===== config.mk =====
export PLATFORM = sky130hd
export DESIGN_NAME = wpc_pair
export DESIGN_NICKNAME = d
export VERILOG_FILES = /design/src/rtl/wpc_pkg.sv /design/src/rtl/wpc_cmp.sv /design/src/rtl/wpc_unit.sv /design/src/rtl/wpc_pair.sv
export SDC_FILE = /design/constraint.sdc
export NUM_CORES = 1
export LEC_CHECK = 0
export ABC_AREA = 1
export BUFFER_PORTS_ARGS = -buffer_cell sky130_fd_sc_hd__buf_2
export CAP_MARGIN = 15
export CORE_MARGIN = 5
export CORE_UTILIZATION = 59
export CTS_CLUSTER_DIAMETER = 120
export DETAILED_ROUTE_END_ITERATION = 12
export GPL_TIMING_DRIVEN = 0
export PLACE_DENSITY_LB_ADDON = 0.3
export SYNTH_ARGS = -nofsm -noshare
export SYNTH_HDL_FRONTEND = slang
export SYNTH_SLANG_ARGS = --single-unit

===== constraint.sdc =====
create_clock -name clk -period 1.6 [get_ports clk]
set_input_delay 0.24 -clock clk [delete_from_list [all_inputs] [get_ports clk]]
set_output_delay 0.24 -clock clk [all_outputs]
set_load 0.01 [all_outputs]

===== src/rtl/wpc_pkg.sv =====
package wpc_pkg;
  localparam int CTRL_W = 9;
  localparam logic [CTRL_W-1:0] CMP_SET = 9'b1_0111_1000;

  typedef enum logic [1:0] {
    SEL_AVAL = 2'd0,
    SEL_AMSK = 2'd1,
    SEL_CVAL = 2'd2,
    SEL_CMSK = 2'd3
  } reg_sel_e;

  typedef struct packed {
    logic       cmp;
    logic       en;
    logic       rng;
    logic       chn;
    logic       ext;
    logic       priv;
    logic [2:0] rsv;
  } ctrl_t;

  function automatic ctrl_t build_obs(logic cmp, logic priv, logic ext,
                                      logic chn, logic rng);
    ctrl_t o;
    o      = '0;
    o.cmp  = cmp;
    o.priv = priv;
    o.ext  = ext;
    o.chn  = chn;
    o.rng  = rng;
    return o;
  endfunction

  function automatic logic ctrl_fits(ctrl_t v, ctrl_t m, ctrl_t o);
    logic [CTRL_W-1:0] ok;
    ok = ~CMP_SET | m | ~(v ^ o);
    return &ok;
  endfunction
endpackage


===== src/rtl/wpc_cmp.sv =====
module wpc_cmp
  import wpc_pkg::*;
#(
  parameter int ADDR_W = 32
) (
  input  logic [ADDR_W-1:0] fetch_addr,
  input  logic [ADDR_W-1:0] aval,
  input  logic [ADDR_W-1:0] amsk,
  input  ctrl_t             cval,
  input  ctrl_t             cmsk,
  input  ctrl_t             obs,
  output logic              addr_ok,
  output logic              ctrl_ok
);
  function automatic logic addr_fits(logic [ADDR_W-1:0] a, logic [ADDR_W-1:0] v,
                                     logic [ADDR_W-1:0] m);
    return &(m | ~(a ^ v));
  endfunction

  assign addr_ok = addr_fits(fetch_addr, aval, amsk);
  assign ctrl_ok = ctrl_fits(cval, cmsk, obs);
endmodule


===== src/rtl/wpc_unit.sv =====
module wpc_unit
  import wpc_pkg::*;
#(
  parameter int ADDR_W = 32
) (
  input  logic              clk,
  input  logic              trst_n,
  input  logic              wr_en,
  input  logic [1:0]        wr_sel,
  input  logic [ADDR_W-1:0] wr_data,
  input  logic              fetch_valid,
  input  logic [ADDR_W-1:0] fetch_addr,
  input  logic              fetch_cmp,
  input  logic              fetch_priv,
  input  logic              ext_in,
  input  logic              chain_in,
  input  logic              range_in,
  output logic              hit,
  output logic              armed,
  output logic              enabled,
  output logic              chain_out
);
  logic [ADDR_W-1:0] aval, amsk;
  ctrl_t             cval, cmsk, obs;
  logic              addr_ok, ctrl_ok, cval_wr, data_ok, chain_q;
  reg_sel_e          sel;

  assign sel     = reg_sel_e'(wr_sel);
  assign cval_wr = wr_en && (sel == SEL_CVAL);

  always_ff @(posedge clk or negedge trst_n) begin
    if (!trst_n) begin
      aval <= '0;
      amsk <= '0;
      cval <= '0;
      cmsk <= '0;
    end else if (wr_en) begin
      case (sel)
        SEL_AVAL: aval <= wr_data;
        SEL_AMSK: amsk <= wr_data;
        SEL_CVAL: cval <= ctrl_t'(wr_data[CTRL_W-1:0]);
        default:  cmsk <= ctrl_t'(wr_data[CTRL_W-1:0]);
      endcase
    end
  end

  assign obs = build_obs(fetch_cmp, fetch_priv, ext_in, chain_in, range_in);

  wpc_cmp #(.ADDR_W(ADDR_W)) u_cmp (
    .fetch_addr (fetch_addr),
    .aval       (aval),
    .amsk       (amsk),
    .cval       (cval),
    .cmsk       (cmsk),
    .obs        (obs),
    .addr_ok    (addr_ok),
    .ctrl_ok    (ctrl_ok)
  );

  assign hit     = fetch_valid && addr_ok && ctrl_ok;
  assign enabled = cval.en;
  assign armed   = hit && cval.en;
  // no instruction data field is compared, so its result is always true
  assign data_ok = 1'b1;

  always_ff @(posedge clk or negedge trst_n) begin
    if (!trst_n)      chain_q <= 1'b0;
    else if (cval_wr) chain_q <= 1'b0;
    else if (hit)     chain_q <= data_ok;
  end
  assign chain_out = chain_q;

  // a control value write leaves the chain latch clear
  a_r7_chain_clear: assert property (@(posedge clk) disable iff (!trst_n)
    cval_wr |=> !chain_q);
  // the latch only sets on a match
  a_r7_chain_set_on_hit: assert property (@(posedge clk) disable iff (!trst_n)
    $rose(chain_q) |-> $past(hit));
  // a required range bit needs the partner's match
  a_r8_range_needs_partner: assert property (@(posedge clk) disable iff (!trst_n)
    (hit && cval.rng && !cmsk.rng) |-> range_in);
  // an unmasked external bit must agree with the input
  a_r6_ext_agrees: assert property (@(posedge clk) disable iff (!trst_n)
    (hit && !cmsk.ext) |-> (ext_in == cval.ext));
endmodule


===== src/rtl/wpc_pair.sv =====
module wpc_pair #(
  parameter int ADDR_W = 32
) (
  input  logic              clk,
  input  logic              trst_n,
  input  logic              cfg_we,
  input  logic [2:0]        cfg_sel,
  input  logic [ADDR_W-1:0] cfg_wdata,
  input  logic              fetch_valid,
  input  logic [ADDR_W-1:0] fetch_addr,
  input  logic              fetch_cmp,
  input  logic              fetch_priv,
  input  logic [1:0]        ext_cond,
  output logic              ibrk_req
);
  localparam int NUNITS = 2;

  logic [NUNITS-1:0] hit_w, armed_w, en_w, chain_w;
  logic              brk_q;

  for (genvar u = 0; u < NUNITS; u++) begin : g_unit
    logic chain_src, range_src;
    if (u == 0) begin : g_head
      assign chain_src = chain_w[1];
      assign range_src = hit_w[1];
    end else begin : g_tail
      assign chain_src = 1'b0;
      assign range_src = 1'b0;
    end

    wpc_unit #(.ADDR_W(ADDR_W)) u_wp (
      .clk         (clk),
      .trst_n      (trst_n),
      .wr_en       (cfg_we && (cfg_sel[2] == u[0])),
      .wr_sel      (cfg_sel[1:0]),
      .wr_data     (cfg_wdata),
      .fetch_valid (fetch_valid),
      .fetch_addr  (fetch_addr),
      .fetch_cmp   (fetch_cmp),
      .fetch_priv  (fetch_priv),
      .ext_in      (ext_cond[u]),
      .chain_in    (chain_src),
      .range_in    (range_src),
      .hit         (hit_w[u]),
      .armed       (armed_w[u]),
      .enabled     (en_w[u]),
      .chain_out   (chain_w[u])
    );
  end

  always_ff @(posedge clk or negedge trst_n) begin
    if (!trst_n) brk_q <= 1'b0;
    else         brk_q <= |armed_w;
  end
  assign ibrk_req = brk_q;

  // a request follows a fetch strobe
  a_r3_needs_strobe: assert property (@(posedge clk) disable iff (!trst_n)
    ibrk_req |-> $past(fetch_valid));
  // a request needs some unit enabled in the fetch cycle
  a_r9_needs_enable: assert property (@(posedge clk) disable iff (!trst_n)
    ibrk_req |-> $past(en_w != '0));
  // unit 0's own latch also clears on its control value write
  a_r7_unit0_latch_clear: assert property (@(posedge clk) disable iff (!trst_n)
    (cfg_we && cfg_sel == 3'b010) |=> !chain_w[0]);
endmodule


==> results.md <==
- Status: finished, violations left
- Violated checks: setup timing
- Dpl hpwl: 13,100 um
- CTS buffer count: 17
- Fin worst setup slack: -51.4 ps
- Max FO, Critical Path: 3
- Critical path class: reg2reg
- Switching Fraction: 0.279
- Type of origin of the critical path: register
- Place WS: -147 ps
- Sequential power share: 0.442
- Post-Route WL: 18,800 um
- I/O pins: 76
- DR vias/cell: 5.60
- Worst setup EP type: register
- Avg WL per Cell: 17.0 um
- Slew HR: 0.545
- Core Area: 11,500 um^2
- Fmax: 0.606 GHz
- Layout cells sized above 1: 0.132
- Initial antenna violation count: 0
- Root Buffer Master: clkbuf_16
- Number of global-route vias before repair: 5,979
- Final setup viols: 1
- Pwr/cell area: 1380 nW/um^2
- # placed instances: 1,069
- DRT antenna net count: 0
- TritonCTS clock tree: yes
- Path depth of the worst reg2reg path: 11
- Post-Syn Area per Cell: 8.13 um^2
- Synth Instances: 850
- Most frequent cells in the layout: nand2_1 (258), o21ai_0 (156), dfrtp_1 (152), inv_1 (96), buf_2 (74)
- Max cap viols: 0
- NetSw: 0.00317 W
- Finished Layout Cells: 1,110
- Mapped Area: 6910 um^2
- Tcrit/Tclk final: 1.03
- #FFs+latches synth: 152
- Static leakage: 4.18 nW
- Req. time, crit path: 1910 ps
- Drt drc: 0
- Post-route minimum period: 1650 ps
- Clk buf depth: 2
- Combinational share of power: 0.175
- Drt pass-1 iters: 5
- Starting density of the core: 0.602
- Unrepaired setup endpoints after global routing: true
- Hold Path Class: in2reg
- Largest net degree at the start of global routing: 81
- Post-DP Area: 7490 um^2
- Commonest non-fill, non-tap cell in the layout: nand2_1
- Hold_ws: 35.8 ps
- Post-synthesis to final-layout area growth: 19.5%
- Clock Skews: 7.32 ps
- CTS Sinks: 152
- Net Count, Synth: 925
- Final-report max-slew violation count: 0
- CTS H-Tree Depth: 4
- Seq/Total Area, Yosys: 0.551
- Initial drt markers: 601
- Routability cong.: 0.893
- Hold depth: 3
- Worst slew pin tran: 683 ps
- First-pass GRT wire length: 30,700 um
- Post-synth cell types: 21
- Final Hold Viols: 0
- CP Data Arrival Time: 1960 ps
- Clk pwr share: 0.384
- Int Pwr: 0.00822 W
- Peak supply drop: 974 uV
- Die footprint: 14,000 um^2
- # port buffers: 75
- Final nets: 1,030
- Ys Warns: 0
- Die width: 118 um
- Die H: 118 um
- Diodes inserted: 0
- Final Cell Area: 8260 um^2
- Vias: 6,216
- Clock transition at path regs: 60 ps
- Rows: 39
- Grt ovf: 0
- Clock Latency Late Sink: 440 ps
- Total Routing Usage GR: 0.279
==> critical path, cell delays in order (launching register included) <==
cell and delay [ps]:
dfrtp_1 380, or2_1 240, nand2_2 100, nand2_1 50
nor2_1 120, nand2_1 90, nor2_2 150, nand3_2 90
nand2_1 80, nand3_1 70, nand2_1 80, nand2_2 70
==> sequential cells by signal (all words and copies together), names as in the netlist <==
signal	cells
ibrk_req	1
g_unit.u_wp.aval	64
g_unit.u_wp.cmsk	10
g_unit.u_wp.amsk	64
g_unit.u_wp.cval	10
g_unit.u_wp.chain_out	1
g_unit.u_wp.enabled	2
==> final cells by class <==
type                            count  area, um^2
Sequential cell                   152        3800
Inverter                           96         360
Buffer                             26        97.6
Multi-Input combinational cell    576        2680
Clock inverter                      7         138
Tap cell                          143         179
Fill cell                         912        3210
Timing Repair Buffer               86         487
Clock buffer                       24         512
==> repair_timing <==
item | 4_1_cts | 5_1_grt
resized for setup | 2 | 12
gates cloned | 0 | 0
endpoints found under the hold margin | 72 | 0
hold buffers | 1 | 0
buffers inserted | 0 | 9
pin swaps | 1 | 9
setup endpoints to repair | 1 | 2
==> synthesized netlist by cell type <==
cell type | n | area [um^2]
o221ai_1 | 1 | 8.76
dfrtp_1 | 152 | 3800
o2111ai_1 | 4 | 35.0
nand3_1 | 13 | 65.1
nand3b_1 | 11 | 82.6
nand2_1 | 265 | 995
or2_0 | 3 | 18.8
or2_1 | 4 | 25.0
xnor2_1 | 21 | 184
inv_1 | 96 | 360
nor2_2 | 1 | 6.26
o22ai_1 | 6 | 37.5
a21oi_1 | 13 | 65.1
a21boi_0 | 1 | 7.51
nand4_1 | 13 | 81.3
nor3_1 | 2 | 10.0
o21ai_0 | 156 | 781
nor3_2 | 1 | 10.0
o211ai_1 | 1 | 7.51
clkbuf_1 | 26 | 97.6
nor2_1 | 60 | 225
==> routing by layer <==
metal,GRT usage,wire length (um),share of wire
met2,0.443,8990,0.48
met3,0.0669,1690,0.089
met5,0,0,0
met1,0.369,7640,0.41
met4,0.118,528,0.028
==> worst paths after layout <==
path	start	endpoint	slack, ps
min in group asynchronous	trst_n	g_unit[1].u_wp.aval[1]	410
min	cfg_wdata[4]	g_unit[1].u_wp.cmsk[4]	40
max reg2reg	g_unit[1].u_wp.aval[30]	ibrk_req	-50
max in group asynchronous	trst_n	g_unit[1].u_wp.aval[27]	360
max	g_unit[1].u_wp.aval[30]	ibrk_req	-50
min reg2reg	g_unit[1].u_wp.amsk[11]	g_unit[1].u_wp.amsk[11]	480
==> metrics by stage <==
stage                     total power, W  utilization  TNS [ps]
after floorplan                  0.00621            -         0
after global placement           0.00681        0.651   -293170
after detailed placement         0.00693        0.654     -7510
after CTS                         0.0113        0.712         0
after global routing              0.0120        0.720      -270
final                             0.0114        0.720     -51.4
==> logic make-up after synthesis <==
| family | synth area share |
|---|---|
| compound gates | 0.136 |
| xor+xnor | 0.0266 |
| buf+inv | 0.0663 |
| flops | 0.551 |
| simple gates | 0.220 |
==> power by group through the flow <==
stage	Combinational (W)	Clock [W]	Sequential (W)
global placement	0.00177	0	0.00503
floorplan	0.00125	0	0.00495
global route	0.00226	0.00459	0.00512
detailed placement	0.00187	0	0.00507
finish	0.00199	0.00437	0.00503
CTS	0.00189	0.00440	0.00502
Power figures use the tool's default switching activity.
